==> src/rtl/pma_pkg.sv <==
// Shared types and constants for the attribute lookup unit.
// Assumes a 5-bit register select and at most 8 slots per register group.
package pma_pkg;
    typedef enum logic [1:0] {
        ATTR_DEV = 2'b00,
        ATTR_NC  = 2'b01,
        ATTR_CA  = 2'b10
    } attr_e;

    localparam int CSR_AW    = 5;
    localparam int FIX_SLOTS = 8;
    localparam int GRAN_BITS = 12;
    localparam logic [CSR_AW-1:0] SEL_DEV_EN = 5'h10;
    localparam logic [CSR_AW-1:0] SEL_NC_EN  = 5'h11;
    localparam logic [CSR_AW-1:0] SEL_CA_EN  = 5'h12;
    localparam logic [1:0] PRIV_M = 2'b11;
endpackage

==> src/rtl/pma_prog_bank.sv <==
// Programmable region bank: per region a base and a mask register, the
// match against the lookup address, and type/share hit vectors.
// Assumes NUM_RGN <= 8 and AW > 12; base at select r, mask at select 8+r.
module pma_prog_bank
    import pma_pkg::*;
#(
    parameter int NUM_RGN = 8,
    parameter int AW      = 32
) (
    input  logic                            clk,
    input  logic                            rst_n,
    input  logic                            csr_we,
    input  logic [CSR_AW-1:0]               csr_addr,
    input  logic [AW-1:0]                   csr_wdata,
    input  logic [AW-1:0]                   lk_addr,
    output logic [NUM_RGN-1:0][AW-1:0]      base_rd,
    output logic [NUM_RGN-1:0][AW-1:0]      mask_rd,
    output logic [NUM_RGN-1:0]              rgn_en,
    output logic [NUM_RGN-1:0]              hit_nc,
    output logic [NUM_RGN-1:0]              hit_ca,
    output logic [NUM_RGN-1:0]              hit_dev,
    output logic [NUM_RGN-1:0]              hit_share,
    output logic [NUM_RGN-1:0]              mask_bad
);
    localparam int UW = AW - GRAN_BITS;

    for (genvar g = 0; g < NUM_RGN; g++) begin : g_rgn
        logic [AW-1:0] base_q;
        logic [UW-1:0] mask_hi_q;
        logic [UW-1:0] inv_hi;
        logic          wr_base;
        logic          wr_mask;
        logic          match;

        assign wr_base = csr_we && (csr_addr == CSR_AW'(g));
        assign wr_mask = csr_we && (csr_addr == CSR_AW'(FIX_SLOTS + g));

        // Base register: full write, or enable cleared by a mask write.
        always_ff @(posedge clk) begin
            if (!rst_n)       base_q    <= '0;
            else if (wr_base) base_q    <= csr_wdata;
            else if (wr_mask) base_q[0] <= 1'b0;
        end

        // Mask register: only bits above the 4KB granule are kept.
        always_ff @(posedge clk) begin
            if (!rst_n)       mask_hi_q <= '0;
            else if (wr_mask) mask_hi_q <= csr_wdata[AW-1:GRAN_BITS];
        end

        // Compare address and base on the bits the mask keeps.
        always_comb begin
            match = ((lk_addr[AW-1:GRAN_BITS] ^ base_q[AW-1:GRAN_BITS]) & mask_hi_q) == '0;
        end

        // Shape check: inverted mask must be of the form 0..01..1.
        assign inv_hi      = ~mask_hi_q;
        assign mask_bad[g] = |(inv_hi & (inv_hi + 1'b1));

        assign base_rd[g]   = base_q;
        assign mask_rd[g]   = {mask_hi_q, {GRAN_BITS{1'b0}}};
        assign rgn_en[g]    = base_q[0];
        assign hit_nc[g]    = base_q[0] && match && base_q[2];
        assign hit_dev[g]   = base_q[0] && match && !base_q[2] && base_q[1];
        assign hit_ca[g]    = base_q[0] && match && !base_q[2] && !base_q[1];
        assign hit_share[g] = base_q[0] && match && base_q[3];
    end
endmodule

==> src/rtl/pma_fixed_set.sv <==
// One type's group of build-time regions: region i spans 2^SHIFT bytes
// from BASE + i*2^SHIFT and counts only while its enable bit is set.
// Assumes NUM_FIX <= 8 and BASE aligned to 2^SHIFT.
module pma_fixed_set
    import pma_pkg::*;
#(
    parameter int            AW      = 32,
    parameter int            NUM_FIX = 4,
    parameter logic [AW-1:0] BASE    = '0,
    parameter int            SHIFT   = 16
) (
    input  logic [AW-1:0]        lk_addr,
    input  logic [FIX_SLOTS-1:0] en,
    output logic                 hit
);
    logic [NUM_FIX-1:0] hits;

    for (genvar i = 0; i < NUM_FIX; i++) begin : g_fix
        localparam logic [AW-1:0] RBASE = BASE + (AW'(i) << SHIFT);
        assign hits[i] = en[i] && ((lk_addr >> SHIFT) == (RBASE >> SHIFT));
    end

    assign hit = |hits;
endmodule

==> src/rtl/pma_resolve.sv <==
// Type priority: Non-Cacheable over Cacheable over Device; no hit gives
// Device with the miss flag raised. Purely combinational.
module pma_resolve
    import pma_pkg::*;
(
    input  logic  any_nc,
    input  logic  any_ca,
    input  logic  any_dev,
    input  logic  any_share,
    output attr_e attr,
    output logic  share,
    output logic  miss
);
    // Pick the winning type in fixed priority order.
    always_comb begin
        if (any_nc)      attr = ATTR_NC;
        else if (any_ca) attr = ATTR_CA;
        else             attr = ATTR_DEV;
    end

    assign miss  = !(any_nc || any_ca || any_dev);
    assign share = any_share && !miss;
endmodule

==> src/rtl/pma_lookup.sv <==
// Top of the attribute lookup unit: register port, machine-mode-only
// fixed-region enable bitmaps, programmable bank, fixed groups and
// priority resolution. Assumes NUM_RGN <= 8 and NUM_FIX <= 8.
module pma_lookup
    import pma_pkg::*;
#(
    parameter int            NUM_RGN   = 8,
    parameter int            AW        = 32,
    parameter int            NUM_FIX   = 4,
    parameter logic [AW-1:0] DEV_BASE  = 32'hF000_0000,
    parameter int            DEV_SHIFT = 16,
    parameter logic [AW-1:0] NC_BASE   = 32'hE000_0000,
    parameter int            NC_SHIFT  = 16,
    parameter logic [AW-1:0] CA_BASE   = 32'h8000_0000,
    parameter int            CA_SHIFT  = 24
) (
    input  logic               clk,
    input  logic               rst_n,
    input  logic [1:0]         priv_mode,
    input  logic               csr_we,
    input  logic [4:0]         csr_addr,
    input  logic [AW-1:0]      csr_wdata,
    output logic [AW-1:0]      csr_rdata,
    input  logic [AW-1:0]      lk_addr,
    output logic [1:0]         lk_attr,
    output logic               lk_share,
    output logic               lk_miss,
    output logic [NUM_RGN-1:0] mask_bad
);
    localparam logic [FIX_SLOTS-1:0] FIX_KEEP = FIX_SLOTS'((1 << NUM_FIX) - 1);

    logic [FIX_SLOTS-1:0]       dev_en_q, nc_en_q, ca_en_q;
    logic [NUM_RGN-1:0][AW-1:0] base_rd, mask_rd;
    logic [NUM_RGN-1:0]         rgn_en, p_nc, p_ca, p_dev, p_share;
    logic                       f_nc, f_ca, f_dev;
    logic                       any_nc, any_ca, any_dev, any_share;
    logic                       bm_wr;
    attr_e                      attr;

    assign bm_wr = csr_we && (priv_mode == PRIV_M);

    // Fixed-region enable bitmaps, machine mode only, absent bits held at 0.
    always_ff @(posedge clk) begin
        if (!rst_n) begin
            dev_en_q <= '0;
            nc_en_q  <= '0;
            ca_en_q  <= '0;
        end else if (bm_wr) begin
            if (csr_addr == SEL_DEV_EN) dev_en_q <= csr_wdata[FIX_SLOTS-1:0] & FIX_KEEP;
            if (csr_addr == SEL_NC_EN)  nc_en_q  <= csr_wdata[FIX_SLOTS-1:0] & FIX_KEEP;
            if (csr_addr == SEL_CA_EN)  ca_en_q  <= csr_wdata[FIX_SLOTS-1:0] & FIX_KEEP;
        end
    end

    pma_prog_bank #(.NUM_RGN(NUM_RGN), .AW(AW)) u_bank (
        .clk       (clk),
        .rst_n     (rst_n),
        .csr_we    (csr_we),
        .csr_addr  (csr_addr),
        .csr_wdata (csr_wdata),
        .lk_addr   (lk_addr),
        .base_rd   (base_rd),
        .mask_rd   (mask_rd),
        .rgn_en    (rgn_en),
        .hit_nc    (p_nc),
        .hit_ca    (p_ca),
        .hit_dev   (p_dev),
        .hit_share (p_share),
        .mask_bad  (mask_bad)
    );

    pma_fixed_set #(.AW(AW), .NUM_FIX(NUM_FIX), .BASE(DEV_BASE), .SHIFT(DEV_SHIFT)) u_fix_dev (
        .lk_addr (lk_addr), .en (dev_en_q), .hit (f_dev)
    );
    pma_fixed_set #(.AW(AW), .NUM_FIX(NUM_FIX), .BASE(NC_BASE), .SHIFT(NC_SHIFT)) u_fix_nc (
        .lk_addr (lk_addr), .en (nc_en_q), .hit (f_nc)
    );
    pma_fixed_set #(.AW(AW), .NUM_FIX(NUM_FIX), .BASE(CA_BASE), .SHIFT(CA_SHIFT)) u_fix_ca (
        .lk_addr (lk_addr), .en (ca_en_q), .hit (f_ca)
    );

    assign any_nc    = (|p_nc)  || f_nc;
    assign any_ca    = (|p_ca)  || f_ca;
    assign any_dev   = (|p_dev) || f_dev;
    assign any_share = |p_share;

    pma_resolve u_res (
        .any_nc    (any_nc),
        .any_ca    (any_ca),
        .any_dev   (any_dev),
        .any_share (any_share),
        .attr      (attr),
        .share     (lk_share),
        .miss      (lk_miss)
    );
    assign lk_attr = attr;

    // Read multiplexer over bases, masks and bitmaps; unmapped reads 0.
    always_comb begin
        csr_rdata = '0;
        for (int r = 0; r < NUM_RGN; r++) begin
            if (csr_addr == CSR_AW'(r))             csr_rdata = base_rd[r];
            if (csr_addr == CSR_AW'(FIX_SLOTS + r)) csr_rdata = mask_rd[r];
        end
        if (csr_addr == SEL_DEV_EN) csr_rdata = {{(AW-FIX_SLOTS){1'b0}}, dev_en_q};
        if (csr_addr == SEL_NC_EN)  csr_rdata = {{(AW-FIX_SLOTS){1'b0}}, nc_en_q};
        if (csr_addr == SEL_CA_EN)  csr_rdata = {{(AW-FIX_SLOTS){1'b0}}, ca_en_q};
    end
endmodule

==> config.mk <==
export PLATFORM = sky130hd
export DESIGN_NAME = pma_lookup
export DESIGN_NICKNAME = d
export VERILOG_FILES = /design/src/rtl/pma_pkg.sv /design/src/rtl/pma_prog_bank.sv /design/src/rtl/pma_fixed_set.sv /design/src/rtl/pma_resolve.sv /design/src/rtl/pma_lookup.sv
export SDC_FILE = /design/constraint.sdc
export NUM_CORES = 1
export LEC_CHECK = 0
export ABC_CLOCK_PERIOD_IN_PS = 2100
export BUFFER_PORTS_ARGS = -buffer_cell sky130_fd_sc_hd__buf_2
export CAP_MARGIN = 20
export CORE_AREA = 10 10 255 257
export DETAILED_ROUTE_END_ITERATION = 12
export DIE_AREA = 0 0 265 267
export HOLD_SLACK_MARGIN = 0.03
export SYNTH_ARGS = -nofsm -noshare
export SYNTH_HDL_FRONTEND = slang
export SYNTH_SLANG_ARGS = --single-unit
==> constraint.sdc <==
create_clock -name clk -period 2.1 [get_ports clk]
set_input_delay 0.21 -clock clk [delete_from_list [all_inputs] [get_ports clk]]
set_output_delay 0.21 -clock clk [all_outputs]
set_load 0.1 [all_outputs]
==> results.md, run 1 <==
* Status: complete, but fails checks
* Failing checks: setup timing
* Residual DRC at 0
* Crit start category: flip-flop
* Gr ovfl total at 0
* Slew margin rel. at 37.4%
* Max Cap Viol at 0
* Total track usage at 36.2%
* Critical-path maximum fanout at 2
* Initial antenna violation count at 6
* Adder-cell share of the synthesized area at 0%
* YS warnings at 0
* Largest net degree at the start of global routing at about 110
* Crit Path Category: flip-flop to output pin
* Net switching power at ~6.2 mW
* # rows at 90
* Main synth FF type: dfxtp_1
* Setup WS post-layout at -1120 ps
* Worst r2r path cells at 3
* First-pass GRT wire length at 188000 um
* Synth Register Bits at 428
* # clock sinks at 428
* Footprint of the multi-input gates at 0.0157 mm2
* Filler cell count at 5332
* Post-synth EDFFs at 0
* Mapped Area at 0.0237 mm2
* Routed WL per cell at 28.6 um
* Final ANT Viol Nets at 0
* Most frequent cells in the layout: nand2_1 (924), buf_4 (609), a21boi_0 (413)
* Slew @ Worst Pin at 939 ps
* Ranking of synthesized cells by area: dfxtp_1 (36%), nand2_1 (15%), a21boi_0 (13%)
* Vias per cell at 6.00
* Compound-gate portion of the synthesized area at 27.9%
* Layout cell share with drive strength beyond 1 at ~34%
* Final Hold Viols at 0
* Most common cell after layout, fill and taps aside: nand2_1
* CTS HTree Levels at 2
* WHS Endpoint: u_bank.g_rgn[4].mask_hi_q[9]$_SDFFE_PN0P_
* Register area share after synthesis at 36.2%
* Lkg Pwr at 13.9 nW
* Initial Utilization at 39.5%
* Die area at 0.0708 mm2
* Final Core Density at between 50 and 60%
* XOR/XNOR Fraction of Synth Area at under 10%
* Tmin final at between 3000 and 4000 ps
* Routed WL at roughly 130000 um
* Cells after Synth at 3126
* CTS tree: done
* CTS root buffer: clkbuf_16
* Yosys top cell by area: dfxtp_1
* GPL Wtd Cong at 1.08
* Worst Hold Class: primary input to flip-flop
* Hold WS at between 30 and 40 ps
* Comb pwr share at 16.1%
* RSZ-0062 raised after global routing: true
* Reg2reg end: u_bank.g_rgn[1].base_q[2]$_SDFFE_PN0P_
* Reg2Reg Launch Point: u_bank.g_rgn[1].base_q[2]$_SDFFE_PN0P_
* Hold path start: rst_n
* Num ports at 118
* Simple-Gate Fraction of Synth Area at 23.0%
* DP HPWL at 97300 um
* Sequential share of power at 38.5%
* Port Buffer Count at 105
* Fmax at 310 MHz
* Crit path DAT at 3010 ps
* Post-synth top area share at 36.2%
* Die W at 265 um
* Period utilization at 153%
* Net Sw Frac at 28.8%
* Distinct cell type count after synthesis at 67
* Average size of a mapped cell at 7.57 um2
* Core footprint at roughly 0.06 mm2
* Drt first pass iters at 7
* Worst-path clk slew at 60 ps
* Syn nets at 3200
* DR vias at 27800
* Clock Tree Buf Depth at 3
* Final setup violation count at 44
* Slew Limit Fails at 0
* Crit. End Element: output pin
* Asr flop ratio synth at 0%
* FF-to-FF setup slack at between 1000 and 1500 ps
* Final net count at 3874
* Die H at 267 um
* Clock power frac at 45.4%
* Clock Skew at 0 ps
* Worst skew pair latency at about 620 ps
* Int Pwr at 15.2 mW
* Power per cell area at 594 mW/mm2
* CTS buffer count at 52
* Max VDD drop at 0.000718 V
* Largest family of logic cells by synthesized area: compound AO/OA/AOI/OAI gates
* Critical path data required time at 1890 ps
* Register area at 0.00867 mm2
* Vias in the first global route at 26300
* Synth-to-Final Area Change at 51.9%
* Mux contribution to synthesized area at under 10%
* Initial DRC Count at slightly above 4000
* Hold Path Depth at 2
==> synth_stat cells (all sizes together) (7+ instances only) <==
| master | instances |
|---|---|
| a221oi | 21 |
| and3 | 16 |
| o21ai | 64 |
| inv | 39 |
| o221ai | 11 |
| a22o | 12 |
| nor3 | 47 |
| a222oi | 20 |
| buf | 91 |
| o32ai | 7 |
| o21a | 16 |
| mux2i | 19 |
| o31ai | 10 |
| nand2b | 12 |
| nor4 | 27 |
| clkbuf | 187 |
| nand3 | 48 |
| and2 | 9 |
| nor2 | 85 |
| a31oi | 7 |
| nor2b | 28 |
| a22oi | 151 |
| a21o | 7 |
| a21oi | 87 |
| o22ai | 42 |
| xor2 | 160 |
| nand4 | 49 |
| dfxtp | 428 |
| a21boi | 419 |
| nand2 | 933 |
==> sequential cells by signal, summed over array words and instances (netlist names) <==
signal / count
nc_en_q: 4
dev_en_q: 4
u_bank.g_rgn.mask_hi_q: 160
u_bank.g_rgn.base_q: 256
ca_en_q: 4
==> how the worst max path moves through the flow <==
stage                                                        from            end  slack, ps  depth (start not counted)
after global placement                                csr_addr[3]  csr_rdata[16]      -1170                         13
after CTS                 u_bank.g_rgn[2].base_q[15]$_SDFFE_PN0P_     lk_attr[1]      -1110                          8
final                     u_bank.g_rgn[2].base_q[24]$_SDFFE_PN0P_     lk_attr[1]      -1120                          8
after global routing      u_bank.g_rgn[6].base_q[14]$_SDFFE_PN0P_        lk_miss      -1160                         11
after floorplan                                       lk_addr[27]     lk_attr[1]       -570                          8
after detailed placement                              csr_addr[1]  csr_rdata[16]      -1170                         12
==> power by group through the flow <==
stage	Clock (mW)	Sequential (mW)	Combinational, mW
CTS	9.72	8.22	3.28
global placement	0	8.40	2.98
finish	9.68	8.22	3.43
detailed placement	0	8.40	2.99
global route	10.1	8.22	3.49
floorplan	0	8.40	1.57
==> cells by family (layout without fill, tap and decap cells) <==
| logic type | count (synthesis) | in the layout |
|---|---|---|
| muxes | 23 | 23 |
| xor gates and xnor gates | 161 | 161 |
| DFF | 428 | 428 |
| buffers and inverters | 317 | 1032 |
| AOI/OAI and AO/OA | 914 | 914 |
| and+or+nand+nor | 1283 | 1283 |
| other | 0 | 3 |
==> through the flow <==
step                worst slack (ps)  cell area, um2  setup TNS (ps)  instances  total power, mW
floorplan                       -575           24500           -9330       3126             9.97
global placement               -1170           31400          -64460       4466             11.4
detailed placement             -1170           31400          -72010       4466             11.4
CTS                            -1110           35300          -20970       4610             21.2
global route                   -1160           35900          -22410       4623             21.8
finish                         -1120           35900          -20420       4626             21.3
==> cell type report <==
type	instances	share of cell area (%)
Clock buffer	68	4.01
Multi-Input combinational cell	2381	43.7
Clock inverter	27	1.04
Tap cell	782	2.72
Inverter	39	0.428
Timing Repair Buffer	898	24.0
Sequential cell	428	24.1
Antenna cell	3	0.0209
==> per-layer routing <==
layer | global-route usage, % | routed length, um | vias to the layer above
li1 | - | - | 12200
met1 | 49.5 | 54200 | 13400
met2 | 53.1 | 54600 | 1767
met3 | 7.88 | 15500 | 345
met4 | 17.7 | 7980 | 0
met5 | 0 | 0 | -
==> worst max-delay path, stage by stage (launching register included) <==
cell     delay (ps)
dfxtp_2         330
xor2_1          170
a22oi_1         190
nand4_1         190
or4_4           590
o22a_1          270
nand4_1         160
nor3b_4         280
buf_12          210
==> repair_timing <==
action                                  4_1_cts  5_1_grt
buffers inserted                             49       31
gates resized for setup                     375      143
hold endpoints to repair                     96        0
pin swaps                                   145      117
endpoints found under the setup margin       44       44
hold buffers                                 11        0
No activity file was read; power rests on OpenSTA's default activity.
==> run 2: changes to the inputs <==
Settings changed: RECOVER_POWER set to 100.
==> results.md, run 2 (synthesis results as in run 1) <==
* Initial DRC Count at 4031 (-0.27%)
* CP max stage delay at 670 ps (+80 ps)
* GPL Wtd Cong at 1.08 (unchanged)
* RSZ-0062 raised after global routing: true
* CTS buffer count at 52 (unchanged)
* Slew @ Worst Pin at 951 ps (+11.5 ps)
* Clock Tree Buf Depth at 3 (unchanged)
* Crit Path Category: primary input to output pin
* Slowest CP cell: nor3b_1
* Critical-path maximum fanout at 6 (+4)
* Critical-path cell list: clkbuf_2 > clkbuf_4 > nor3b_1 > clkbuf_1 > and2_0 > clkbuf_1 > a222oi_1 > a21oi_1 > o31a_1 > o21ai_2 > buf_6 > a21oi_4 > buf_12
* Vias in the first global route at 26300 (unchanged)
* Slew Limit Fails at 0 (unchanged)
* Post-Place Worst Slack at -1170 ps (unchanged)
* # rows at 90 (unchanged)
* Die W at 265 um (unchanged)
* CTS tree: done
* CTS HTree Levels at 2 (unchanged)
* CTS root buffer: clkbuf_16
* Core footprint at 0.0599 mm2 (unchanged)
* Failing checks: setup timing
* Fmax at 309 MHz (-0.54%)
* Setup WS post-layout at -1140 ps (-17.6 ps)
* Slew margin rel. at 36.6% (-0.76 points)
* Die H at 267 um (unchanged)
* Worst Hold Class: primary input to flip-flop
* Placed insts at 4466 (unchanged)
* Synth-to-Final Area Change at 49.8%
* Most used cell, CP: clkbuf_1
* Period utilization at 154% (+0.84 points)
* Final Core Density at 59.2% (-0.84 points)
* Worst skew pair latency at 620 ps (about the same)
* Routed WL per cell at 28.6 um (about the same)
* DP HPWL at 97300 um (unchanged)
* Vias per cell at 5.99 (-0.18%)
* Routed WL at 132000 um (about the same)
* Final Hold Viols at 0 (unchanged)
* Largest regs: u_bank.g_rgn.base_q (256), u_bank.g_rgn.mask_hi_q (160)
* Crit. End Element: output pin
* Max Cap Viol at 0 (unchanged)
* Critical path data required time at 1890 ps (about the same)
* Clock Skew at 0 ps (unchanged)
* Hold WS at 27.2 ps (-6.44 ps)
* Largest net degree at the start of global routing at 107 (unchanged)
* Non-filler cells, final at 4626 (unchanged)
* Power per cell area at 600 mW/mm2 (+1.1%)
* Max reg flops at 256 (unchanged)
* Residual DRC at 0 (unchanged)
* Gr ovfl total at 0 (unchanged)
* Initial antenna violation count at 7 (+1)
* DR vias at 27700 (-0.18%)
* Status: complete, but fails checks
* Max VDD drop at 0.000715 V (-0.40%)
* Total track usage at 36.2% (unchanged)
* Most frequent cells in the layout: nand2_1 (924), buf_4 (594), a21boi_0 (413)
* TNS Setup at -49200 ps (-28780 ps)
* Final setup violation count at 184 (+320%)
* Port Buffer Count at 105 (unchanged)
* # clock sinks at 428 (unchanged)
* Num ports at 118 (unchanged)
* Final ANT Viol Nets at 0 (unchanged)
* Die area at 0.0708 mm2 (unchanged)
* Layout cell share with drive strength beyond 1 at 33.5% (-0.81 points)
* Crit start category: primary input
* Lkg Pwr at 13.7 nW (-1.5%)
* Most common cell after layout, fill and taps aside: nand2_1
* Crit path DAT at 3030 ps (+20 ps)
* Drt first pass iters at 10 (+3)
* Initial Utilization at 39.5% (unchanged)
* First-pass GRT wire length at 188000 um (unchanged)
* Worst-path clk slew at 60 ps (about the same)
* Final net count at 3874 (unchanged)
* Largest Register: u_bank.g_rgn.base_q
* Tmin final at 3240 ps (+17.6 ps)
==> run 2: changes by cell type in the layout (fill, tap and decap cells not counted), moves of 2 or more <==
cell,previous run,this run
buf_8,10,8
nor3_1,19,22
nor3_4,13,9
nor2_1,65,69
nor2_4,11,7
and2_0,1,5
buf_6,84,71
clkbuf_4,0,10
clkbuf_1,8,27
and2_1,8,4
buf_4,609,594
buf_12,128,109
clkbuf_2,0,17
==> run 2: cell type report <==
type	instances	area (um2)
clock buffers	68	1440
repair buffers	898	8210
inverters	39	154
flip-flops and latches	428	8670
diodes	3	7.51
clock inverters	27	374
multi-input cells	2381	15600
well taps	782	978
fillers	5397	24500
==> run 2: layer usage <==
metal,vias to the layer above,global-route usage (%),share of wire (%)
li1,12200,-,-
met1,13400,49.5,41
met2,1738,53.1,41
met3,363,7.88,12
met4,6,17.7,6.1
met5,-,0,0.036
==> run 2: final timing paths <==
path / startpoint / to / depth (start not counted) / slack [ps]
min: rst_n / u_bank.g_rgn[4].mask_hi_q[9]$_SDFFE_PN0P_ / 2 / 30
max: csr_addr[2] / csr_rdata[27] / 13 / -1140
min reg2reg: u_bank.g_rgn[6].base_q[5]$_SDFFE_PN0P_ / u_bank.g_rgn[6].base_q[5]$_SDFFE_PN0P_ / 2 / 470
max reg2reg: u_bank.g_rgn[5].base_q[23]$_SDFFE_PN0P_ / u_bank.g_rgn[5].base_q[23]$_SDFFE_PN0P_ / 3 / 1100
==> run 2: critical path: cells and delay by family <==
kind,cells,cell delay (ps)
buffers and inverters,6,1090
and+or+nand+nor,2,820
AOI/OAI and AO/OA,5,890
==> run 2: through the flow <==
step | cell area (um2) | power [mW]
6_report | 35400 | 21.3
5_1_grt | 35400 | 21.7
4_1_cts | 35300 | 21.2
3_5_place_dp | 31400 | 11.4
3_3_place_gp | 31400 | 11.4
2_1_floorplan | 24500 | 9.97
==> run 2: report_power, final <==
group | leakage [nW] | total (mW) | internal, mW | switching (mW)
sequential | 3.48 | 8.22 | 8.17 | 0.0484
combinational | 9.37 | 3.38 | 1.25 | 2.13
clock | 0.882 | 9.66 | 5.72 | 3.94
total | 13.7 | 21.3 | 15.1 | 6.12
==> run 2: repair_timing <==
action,in CTS,in global routing
buffers inserted,49,31
resized for setup,375,143
endpoints found under the hold margin,96,0
pin swaps,145,117
hold buffers,11,0
setup endpoints to repair,44,44
